File: config.mk
export PLATFORM = sky130hd
export DESIGN_NAME = vcm_ctrl_i2c
export DESIGN_NICKNAME = d
export VERILOG_FILES = /design/src/rtl/vcm_ctrl_pkg.sv /design/src/rtl/vcm_line_sync.sv /design/src/rtl/vcm_bus_engine.sv /design/src/rtl/vcm_reg_bank.sv /design/src/rtl/vcm_ctrl_i2c.sv
export SDC_FILE = /design/constraint.sdc
export NUM_CORES = 1
export LEC_CHECK = 0
export CAP_MARGIN = 20
export CORE_MARGIN = 2
export CORE_UTILIZATION = 29
export CTS_CLUSTER_SIZE = 20
export DETAILED_ROUTE_END_ITERATION = 16
export DONT_BUFFER_PORTS = 1
export PLACE_DENSITY = 0.49
export SLEW_MARGIN = 20
export SYNTH_ARGS = -nofsm -noshare
export SYNTH_HDL_FRONTEND = slang
export SYNTH_SLANG_ARGS = --single-unit
File: constraint.sdc
create_clock -name clk -period 2.6 [get_ports clk]
set_clock_uncertainty 0.1 [all_clocks]
set_input_delay 0.65 -clock clk [delete_from_list [all_inputs] [get_ports clk]]
set_output_delay 0.65 -clock clk [all_outputs]
set_load 0.01 [all_outputs]
File: src/rtl/vcm_ctrl_pkg.sv
package vcm_ctrl_pkg;
  localparam int BYTE_W     = 8;
  localparam int SEL_W      = 2;
  localparam int PREFIX_W   = 7 - SEL_W;
  localparam int DAC_W      = 10;
  localparam int TIME_W     = 4;
  localparam int CNT_W      = $clog2(BYTE_W + 1);
  localparam logic [PREFIX_W-1:0] ADDR_PREFIX = 5'b00011;
  localparam logic [CNT_W-1:0]    BITS_FULL   = CNT_W'(BYTE_W);
  localparam logic [CNT_W-1:0]    BITS_LAST   = CNT_W'(BYTE_W - 1);

  typedef enum logic [2:0] {
    ST_IDLE, ST_ADDR, ST_ADDR_ACK, ST_WR_BYTE, ST_WR_ACK, ST_RD_BYTE, ST_RD_ACK
  } bus_state_e;

  typedef struct packed {
    logic [BYTE_W-1:0] hi;
    logic [BYTE_W-1:0] lo;
  } ctrl_word_t;

  function automatic logic addr_hit(input logic [BYTE_W-1:0] b,
                                    input logic [SEL_W-1:0] sel);
    return b[BYTE_W-1:1] == {ADDR_PREFIX, sel};
  endfunction

  function automatic logic [DAC_W-1:0] dac_of(input ctrl_word_t w);
    return {w.hi[5:0], w.lo[7:4]};
  endfunction

  function automatic logic [TIME_W-1:0] time_of(input ctrl_word_t w);
    return w.lo[3:0];
  endfunction

  function automatic logic sleep_of(input ctrl_word_t w);
    return w.hi[7];
  endfunction

  function automatic logic [BYTE_W-1:0] rd_pick(input ctrl_word_t w, input logic second);
    return second ? w.lo : w.hi;
  endfunction
endpackage

File: src/rtl/vcm_line_sync.sv
module vcm_line_sync #(
  parameter int STAGES = 2,
  parameter int LINES  = 2
) (
  input  logic             clk,
  input  logic             rst_n,
  input  logic [LINES-1:0] raw,
  output logic [LINES-1:0] cur,
  output logic [LINES-1:0] prev
);
  for (genvar g = 0; g < LINES; g++) begin : g_line
    logic [STAGES:0] chain_q;
    always_ff @(posedge clk or negedge rst_n) begin
      if (!rst_n) chain_q <= '1;
      else        chain_q <= {chain_q[STAGES-1:0], raw[g]};
    end
    assign cur[g]  = chain_q[STAGES-1];
    assign prev[g] = chain_q[STAGES];
  end
endmodule

File: src/rtl/vcm_bus_engine.sv
module vcm_bus_engine
  import vcm_ctrl_pkg::*;
(
  input  logic                     clk,
  input  logic                     rst_n,
  input  logic                     scl_s,
  input  logic                     sda_s,
  input  logic                     scl_p,
  input  logic                     sda_p,
  input  logic [SEL_W-1:0]         addr_sel,
  input  ctrl_word_t               rd_word,
  output logic                     sda_oe,
  output logic                     wr_ev,
  output logic                     wr_first,
  output logic [BYTE_W-1:0]        wr_data
);
  logic scl_rise, scl_fall, start_ev, stop_ev, addr_ok;
  bus_state_e          state_q;
  logic [CNT_W-1:0]    bitcnt_q;
  logic [BYTE_W-1:0]   sh_q, tx_q, nxt_byte;
  logic                rw_q, pair_q, rd_idx_q, mack_q, oe_q, ev_q, first_q;

  assign scl_rise = scl_s & ~scl_p;
  assign scl_fall = ~scl_s & scl_p;
  assign start_ev = scl_s & scl_p & sda_p & ~sda_s;
  assign stop_ev  = scl_s & scl_p & ~sda_p & sda_s;
  assign addr_ok  = addr_hit(sh_q, addr_sel);
  assign nxt_byte = rd_pick(rd_word, rd_idx_q);

  always_ff @(posedge clk or negedge rst_n) begin
    if (!rst_n) begin
      state_q  <= ST_IDLE;
      bitcnt_q <= '0;
      sh_q     <= '0;
      tx_q     <= '0;
      rw_q     <= 1'b0;
      pair_q   <= 1'b0;
      rd_idx_q <= 1'b0;
      mack_q   <= 1'b0;
      oe_q     <= 1'b0;
      ev_q     <= 1'b0;
      first_q  <= 1'b0;
    end else begin
      ev_q <= 1'b0;
      if (start_ev) begin
        state_q  <= ST_ADDR;
        bitcnt_q <= '0;
        oe_q     <= 1'b0;
        pair_q   <= 1'b0;
        rd_idx_q <= 1'b0;
      end else if (stop_ev) begin
        state_q <= ST_IDLE;
        oe_q    <= 1'b0;
      end else begin
        case (state_q)
          ST_ADDR, ST_WR_BYTE: begin
            if (scl_rise && bitcnt_q < BITS_FULL) begin
              sh_q     <= {sh_q[BYTE_W-2:0], sda_s};
              bitcnt_q <= bitcnt_q + 1'b1;
            end else if (scl_fall && bitcnt_q == BITS_FULL) begin
              if (state_q == ST_ADDR) begin
                if (addr_ok) begin
                  oe_q    <= 1'b1;
                  rw_q    <= sh_q[0];
                  state_q <= ST_ADDR_ACK;
                end else begin
                  state_q <= ST_IDLE;
                end
              end else begin
                oe_q    <= 1'b1;
                state_q <= ST_WR_ACK;
              end
            end
          end
          ST_ADDR_ACK: begin
            if (scl_fall) begin
              bitcnt_q <= '0;
              if (rw_q) begin
                tx_q     <= nxt_byte;
                oe_q     <= ~nxt_byte[BYTE_W-1];
                rd_idx_q <= ~rd_idx_q;
                state_q  <= ST_RD_BYTE;
              end else begin
                oe_q    <= 1'b0;
                state_q <= ST_WR_BYTE;
              end
            end
          end
          ST_WR_ACK: begin
            if (scl_fall) begin
              oe_q     <= 1'b0;
              bitcnt_q <= '0;
              ev_q     <= 1'b1;
              first_q  <= ~pair_q;
              pair_q   <= ~pair_q;
              state_q  <= ST_WR_BYTE;
            end
          end
          ST_RD_BYTE: begin
            if (scl_fall) begin
              if (bitcnt_q == BITS_LAST) begin
                oe_q    <= 1'b0;
                mack_q  <= 1'b0;
                state_q <= ST_RD_ACK;
              end else begin
                tx_q     <= {tx_q[BYTE_W-2:0], 1'b0};
                oe_q     <= ~tx_q[BYTE_W-2];
                bitcnt_q <= bitcnt_q + 1'b1;
              end
            end
          end
          ST_RD_ACK: begin
            if (scl_rise) begin
              mack_q <= ~sda_s;
            end else if (scl_fall) begin
              if (mack_q) begin
                tx_q     <= nxt_byte;
                oe_q     <= ~nxt_byte[BYTE_W-1];
                rd_idx_q <= ~rd_idx_q;
                bitcnt_q <= '0;
                state_q  <= ST_RD_BYTE;
              end else begin
                state_q <= ST_IDLE;
              end
            end
          end
          default: ;
        endcase
      end
    end
  end

  assign sda_oe   = oe_q;
  assign wr_ev    = ev_q;
  assign wr_first = first_q;
  assign wr_data  = sh_q;


  oe_scl_low_chk: assert property (@(posedge clk) disable iff (!rst_n)
    (oe_q != $past(oe_q)) |-> (!$past(scl_s) || $past(start_ev || stop_ev)));


  stop_release_chk: assert property (@(posedge clk) disable iff (!rst_n)
    stop_ev && !start_ev |=> (!oe_q && state_q == ST_IDLE));


  rd_ack_release_chk: assert property (@(posedge clk) disable iff (!rst_n)
    (state_q == ST_RD_ACK) |-> !oe_q);


  bit_count_chk: assert property (@(posedge clk) disable iff (!rst_n)
    bitcnt_q <= BITS_FULL);


  addr_ack_drive_chk: assert property (@(posedge clk) disable iff (!rst_n)
    (state_q == ST_ADDR_ACK) |-> oe_q);
endmodule

File: src/rtl/vcm_reg_bank.sv
module vcm_reg_bank
  import vcm_ctrl_pkg::*;
(
  input  logic              clk,
  input  logic              rst_n,
  input  logic              wr_ev,
  input  logic              wr_first,
  input  logic [BYTE_W-1:0] wr_data,
  output ctrl_word_t        word
);
  logic [BYTE_W-1:0] stage_q;
  ctrl_word_t        word_q;
  logic              stage_ev, commit_ev;

  assign stage_ev  = wr_ev & wr_first;
  assign commit_ev = wr_ev & ~wr_first;

  always_ff @(posedge clk or negedge rst_n) begin
    if (!rst_n) begin
      stage_q <= '0;
      word_q  <= '0;
    end else begin
      if (stage_ev)  stage_q <= wr_data;
      if (commit_ev) word_q  <= '{hi: stage_q, lo: wr_data};
    end
  end

  assign word = word_q;


  ctrl_hold_chk: assert property (@(posedge clk) disable iff (!rst_n)
    !commit_ev |=> $stable(word_q));
endmodule

File: src/rtl/vcm_ctrl_i2c.sv
module vcm_ctrl_i2c
  import vcm_ctrl_pkg::*;
#(
  parameter int SYNC_STAGES = 2
) (
  input  logic             clk,
  input  logic             rst_n,
  input  logic             scl_i,
  input  logic             sda_i,
  input  logic [1:0]       addr_sel,
  output logic             sda_oe,
  output logic [9:0]       dac_code,
  output logic [3:0]       time_set,
  output logic             sleep_mode
);
  logic [1:0]        cur, prev;
  logic              wr_ev, wr_first;
  logic [BYTE_W-1:0] wr_data;
  ctrl_word_t        word;

  vcm_line_sync #(.STAGES(SYNC_STAGES), .LINES(2)) u_sync (
    .clk (clk), .rst_n (rst_n), .raw ({scl_i, sda_i}), .cur (cur), .prev (prev)
  );

  vcm_bus_engine u_engine (
    .clk (clk), .rst_n (rst_n),
    .scl_s (cur[1]), .sda_s (cur[0]), .scl_p (prev[1]), .sda_p (prev[0]),
    .addr_sel (addr_sel), .rd_word (word), .sda_oe (sda_oe),
    .wr_ev (wr_ev), .wr_first (wr_first), .wr_data (wr_data)
  );

  vcm_reg_bank u_bank (
    .clk (clk), .rst_n (rst_n), .wr_ev (wr_ev), .wr_first (wr_first),
    .wr_data (wr_data), .word (word)
  );

  assign dac_code   = dac_of(word);
  assign time_set   = time_of(word);
  assign sleep_mode = sleep_of(word);


  reset_idle_chk: assert property (@(posedge clk) $fell(rst_n) |=> (!sda_oe && dac_code == '0));
endmodule

# Yosys cells after proc, flatten, opt, wreduce, memory -nomap -nowiden
# Cells that the tools add are included.
[totals] register_bits=59 out_inout_bits=16 word_cells=167
[classes] add_sub_neg=1 magnitude_cmp=1 eq_ne=38 muxes=69 bitwise_logic=21 reduce_logical=21
[op_table] cell="7-bit two-way mux" count=7
[op_table] cell="3-bit two-way mux" count=13
[op_table] cell="4-bit two-way mux" count=9
[op_table] cell="1-bit two-way mux" count=32
[op_table] cell="4-bit by 1-bit inequality test with 1-bit output (second input constant)" count=7
[op_table] cell="3-bit by 1-bit inequality test with 1-bit output (second input constant)" count=7
[op_table] cell="7-bit case mux with 3 select lines" count=1
[op_table] cell="10-bit AND reduction" count=2
[op_table] cell="9-bit AND reduction" count=2
[op_table] cell="2-bit by 1-bit inequality test with 1-bit output (second input constant)" count=8
[op_table] cell="4-bit case mux with 4 select lines" count=1
[op_table] cell="3-bit case mux with 5 select lines" count=1
[op_table] cell="7-bit AND reduction" count=2
[op_table] cell="1-bit inverter" count=12
[op_table] cell="1-bit AND" count=9
[op_table] cell="3-bit equality test (second input constant)" count=3
[op_table] cell="8-bit two-way mux" count=1
[op_table] cell="4-bit AND reduction" count=2
[op_table] cell="7-bit by 4-bit equality test with 1-bit output" count=1
[op_table] cell="7-bit nonzero test" count=1
[op_table] cell="3-bit by 2-bit equality test with 1-bit output (second input constant)" count=2
[op_table] cell="6-bit AND reduction" count=1
[op_table] cell="2-bit nonzero test" count=3
[op_table] cell="3-bit nonzero test" count=2
[op_table] cell="other kinds (18)" count=22

# Longest topological paths before layout
[logic_depth] word_depth=8 mapped_depth=7 mapped_depth_nobuf=7

# Modules after synthesis
# From an unflattened synthesis, not the netlist that was laid out.
[hier_totals] hier_cells=239 hier_area_um2=2927.8
[modules_own_cells] mod="vcm_bus_engine" n_inst=1 cells_each=177 area_per_inst_um2=1791.7 seq_area_each_um2=725.7
[modules_own_cells] mod="vcm_reg_bank" n_inst=1 cells_each=52 area_per_inst_um2=948.4 seq_area_each_um2=600.6
[modules_own_cells] mod="vcm_line_sync" n_inst=1 cells_each=10 area_per_inst_um2=187.7 seq_area_each_um2=157.7

# Worst setup path after synthesis
# Ideal clock, no wire load.
[synth_path] path_kind="input port to flip-flop" from="input addr_sel[1]" to="register u_engine.rw_q" arrival_ns=1.630 slack_ns=0.742 stages=4 path_buffers=0 cell_sequence="xor2_1 > nor4_2 > nor4b_2 > mux2_1"
[synth_between] elab_chain_len=2
[synth_rtl] item="start, declared" line="vcm_ctrl_i2c.sv:10" source="input logic [1:0] addr_sel,"
[synth_rtl] item="7-bit by 4-bit equality test with 1-bit output" line="vcm_ctrl_pkg.sv:23" source="return b[BYTE_W-1:1] == {ADDR_PREFIX, sel};"
[synth_rtl] item="7-bit AND reduction (no source line)"
[synth_rtl] item="end signal, assigned" line="vcm_bus_engine.sv:64" source="rw_q <= sh_q[0];"
[synth_rtl] item="end, declared" line="vcm_bus_engine.sv:21" source="logic rw_q, pair_q, rd_idx_q, mack_q, oe_q, ev_q, first_q;"
# Every way passes these cells.
# A chain may end at the register's enable or synchronous reset.

# Worst setup path after layout
[layout_path] from="register u_engine.sh_q[5], in the netlist u_engine.wr_data[5]" to="register u_engine.rw_q"
[layout_between] elab_chain_len=2
[layout_rtl] item="start, declared" line="vcm_bus_engine.sv:20" source="logic [BYTE_W-1:0] sh_q, tx_q, nxt_byte;"
[layout_rtl] item="start signal, assigned" line="vcm_bus_engine.sv:58" source="sh_q <= {sh_q[BYTE_W-2:0], sda_s};"
[layout_rtl] item="7-bit by 4-bit equality test with 1-bit output" line="vcm_ctrl_pkg.sv:23"
[layout_rtl] item="7-bit AND reduction (no source line)"
# Every way passes these cells.

==> metrics.txt <==
outcome=completed; syn_area_per_cell=11.74 µm²; non-filler instance count after layout=a little under 400; Setup Viol. Count Final=0; die width=106.4 µm; # fillers=1026; RePlAce Congestion=between 0.7 and 0.8; GRT Util Overall=11.79%; Main synth FF type=dfrtp_1; vias per cell=4.751; final wirelength=6.032 mm; reg2reg setup slack=0.48 ns; drt first pass iters=4; cell area after synthesis=3042 µm²; first-pass GRT wire length=around 10 mm; crit end category=flop; Worst Tran Pin Value=0.5861 ns; P&R area growth vs syn=9.749%; GR met2 Demand/Resource=15.80%; n_diodes=0; Port Buffer Count=0; Leakage=between 1 and 1.5 nW; final net count=approximately 260; Worst path slowest cell=nor4_2; register area=1484 µm²; power share of the clock group=31.3%; post-DR wirelength/cell=about 15 µm; Post-Syn Instances=259; Tcrit/Tclk final=approximately 82%; Post-DRT Antenna Nets=0; Max Cap Viol=0; Distinct cells, synth=55; TritonCTS Buffers=9; Sw Share=33.34%; Seq pwr share=42.2%; area share of the largest cell type after synthesis=43.60%; met3 global-route usage=3.004%; initial core utilization=29.73%; Crit. Startpoint=u_engine.wr_data[5]; Multi-input gate area=1350 µm²; Seq cells post-synth=just under 60; H-tree depth=3; initial antenna violation count=0; Setup TNS Final=0 ns; headroom to the max-slew limit=between 60% and 70%; largest net degree at the start of global routing=54; Worst VDD drop=484.9 µV; core area=10230 µm²; CP bufs+invs=0; num rows=37; CTS Hold Bufs=1; Setup Crit Path Kind=reg2reg; Hold Crit Class=in2async; vias in the first global route=1873; final design utilization=32.63%; clock net sink count=between 50 and 60; Clk pin slew, worst setup/hold paths=0.07 ns; CP Launch Type=flop; CTS tree=built; fmax=around 0.47 GHz; Overflow after GRT=0; register area share after synthesis=48.79%; RSZ-0062 raised after global routing=no; Resize count post-CTS=0; delay-heaviest family, CP=simple AND/OR/NAND/NOR gates; Power Density=999.2 nW/µm²; Hold Fails Final Rpt=0; largest area contributor in the netlist=dfrtp_1; Post-synth EDFFs=0; Post-route DRC=0; post-CTS setup buffers=0; worst-case clock buffer depth=2; Comb power frac=26.5%; total number of vias=around 1900; met1 global-route usage=17.63%; cells on worst reg2reg path=4; layout cells sized above 1=27.95%; slowest cell delay on critical path=about 0.45 ns; 1st-iter DRT viols=149; Int Power=2.223 mW; Final Max Tran Viols=0; Max Fanout on Critical Path=5; crit-path cells=or3_1 -> nor4_2 -> nor4b_2 -> mux2_1; Psw=~1.1 mW; Worst R2R Start=u_engine.wr_data[5]; Crit path arrival time=2.24 ns; Skew-Pair Late Insertion Delay=0.33 ns; CTS root buf=clkbuf_8; Die ar.=between 10000 and 15000 µm²; Die Y-Extent=106.4 µm; worst r2r dst=u_engine.rw_q; Final Critical Period=between 2 and 2.5 ns; Synth Warn #=0; Placed Cells=373; synthesized net count=around 270; share of synthesized registers carrying an async set or reset=100.0%; most area-consuming cells after synthesis=dfrtp_1, mux2_2, dfstp_2, mux2i_1, buf_4; dpl hpwl=4.093 mm; grt peak-use layer=met1; # IOs=22; worst path required time=2.72 ns
==> routing by layer <==
layer | wire length [µm] | part of all wire, %
met4 | 70 | 1.2
met2 | 2596 | 43
met3 | 215 | 3.6
met1 | 3149 | 52
met5 | 0 | 0
==> layout make-up <==
cell class / count / share of cell area (%)
clock buffer: 10 / 4.123
clock inverter: 6 / 3.373
inverter: 9 / 1.012
multi-input combinational: 166 / 40.44
sequential: 59 / 44.45
tap: 136 / 5.097
timing repair buffer: 4 / 1.499
==> synthesized netlist by cell type (all sizes together), types with 2 or more instances <==
library cell  instances
mux2i                11
clkbuf                4
inv                   9
a21oi                11
nor2b                 6
xor2                  2
o211ai                3
nand2                14
or2                   2
nand3b                4
mux2                 40
nand3                 5
o31ai                 2
dfrtp                53
ha                    2
a31oi                 3
or3                   2
nor2                 16
buf                  21
nand2b                6
dfstp                 6
xnor2                 2
nor4                  3
o21ai                12
==> power groups by stage <==
| stage | registers (mW) | logic [mW] | clock network, mW |
|---|---|---|---|
| floorplan | 1.26 | 0.888 | 0 |
| global placement | 1.43 | 0.857 | 0 |
| detailed placement | 1.42 | 0.862 | 0 |
| CTS | 1.41 | 0.890 | 1.07 |
| global route | 1.45 | 0.999 | 1.12 |
| finish | 1.41 | 0.884 | 1.04 |
==> registers in the layout, indices dropped and copies added, names as in the netlist <==
name	cells
u_engine.rw_q	1
u_engine.wr_data	8
u_engine.sda_oe	1
u_engine.wr_ev	1
u_bank.word	16
u_engine.tx_q	7
u_engine.mack_q	1
u_engine.wr_first	1
u_engine.rd_idx_q	1
u_engine.state_q	3
u_engine.bitcnt_q	4
u_bank.stage_q	8
u_engine.pair_q	1
u_sync.g_line.chain_q	6
==> kinds of logic after synthesis <==
kind of cell | synth area share [%]
adders and majority gates | 0.8226
and+or+nand+nor | 14.07
DFF | 48.79
buffers and inverters | 6.828
xor gates and xnor gates | 1.152
muxes | 18.55
AOI/OAI and AO/OA | 9.790
==> stage by stage <==
stage                     setup WS [ns]  total power, mW  area (µm²)  hold WS, ns
after global routing             0.3307            3.566        3338      0.02114
final                            0.4792            3.335        3338      0.05466
after floorplan                  0.7422            2.153        3042       0.2452
after detailed placement         0.4564            2.286        3060       0.2472
after global placement           0.4397            2.283        3060       0.2458
after CTS                        0.4464            3.371        3338      0.03529
==> how the worst max path moves through the flow <==
stage,endpoint,cells past startpoint
2_1_floorplan,u_engine.rw_q,4
3_3_place_gp,u_engine.rw_q,4
3_5_place_dp,u_engine.rw_q,4
4_1_cts,u_engine.rw_q,4
5_1_grt,u_engine.rw_q,4
6_report,u_engine.rw_q,4
==> layout by cell type (no fill, tap or decap), types with 4 or more instances in the layout <==
cell and n:
a21oi_1 11, clkbuf_8 10, dfrtp_1 53, dfstp_2 6
inv_1 9, mux2_1 7, mux2_2 32, mux2i_1 11
nand2_1 14, nand2b_1 5, nand3_1 5, nand3b_1 4
nor2_1 14, nor2b_1 6, o21ai_0 4, o21ai_1 7
Power figures use the tool's default switching activity.
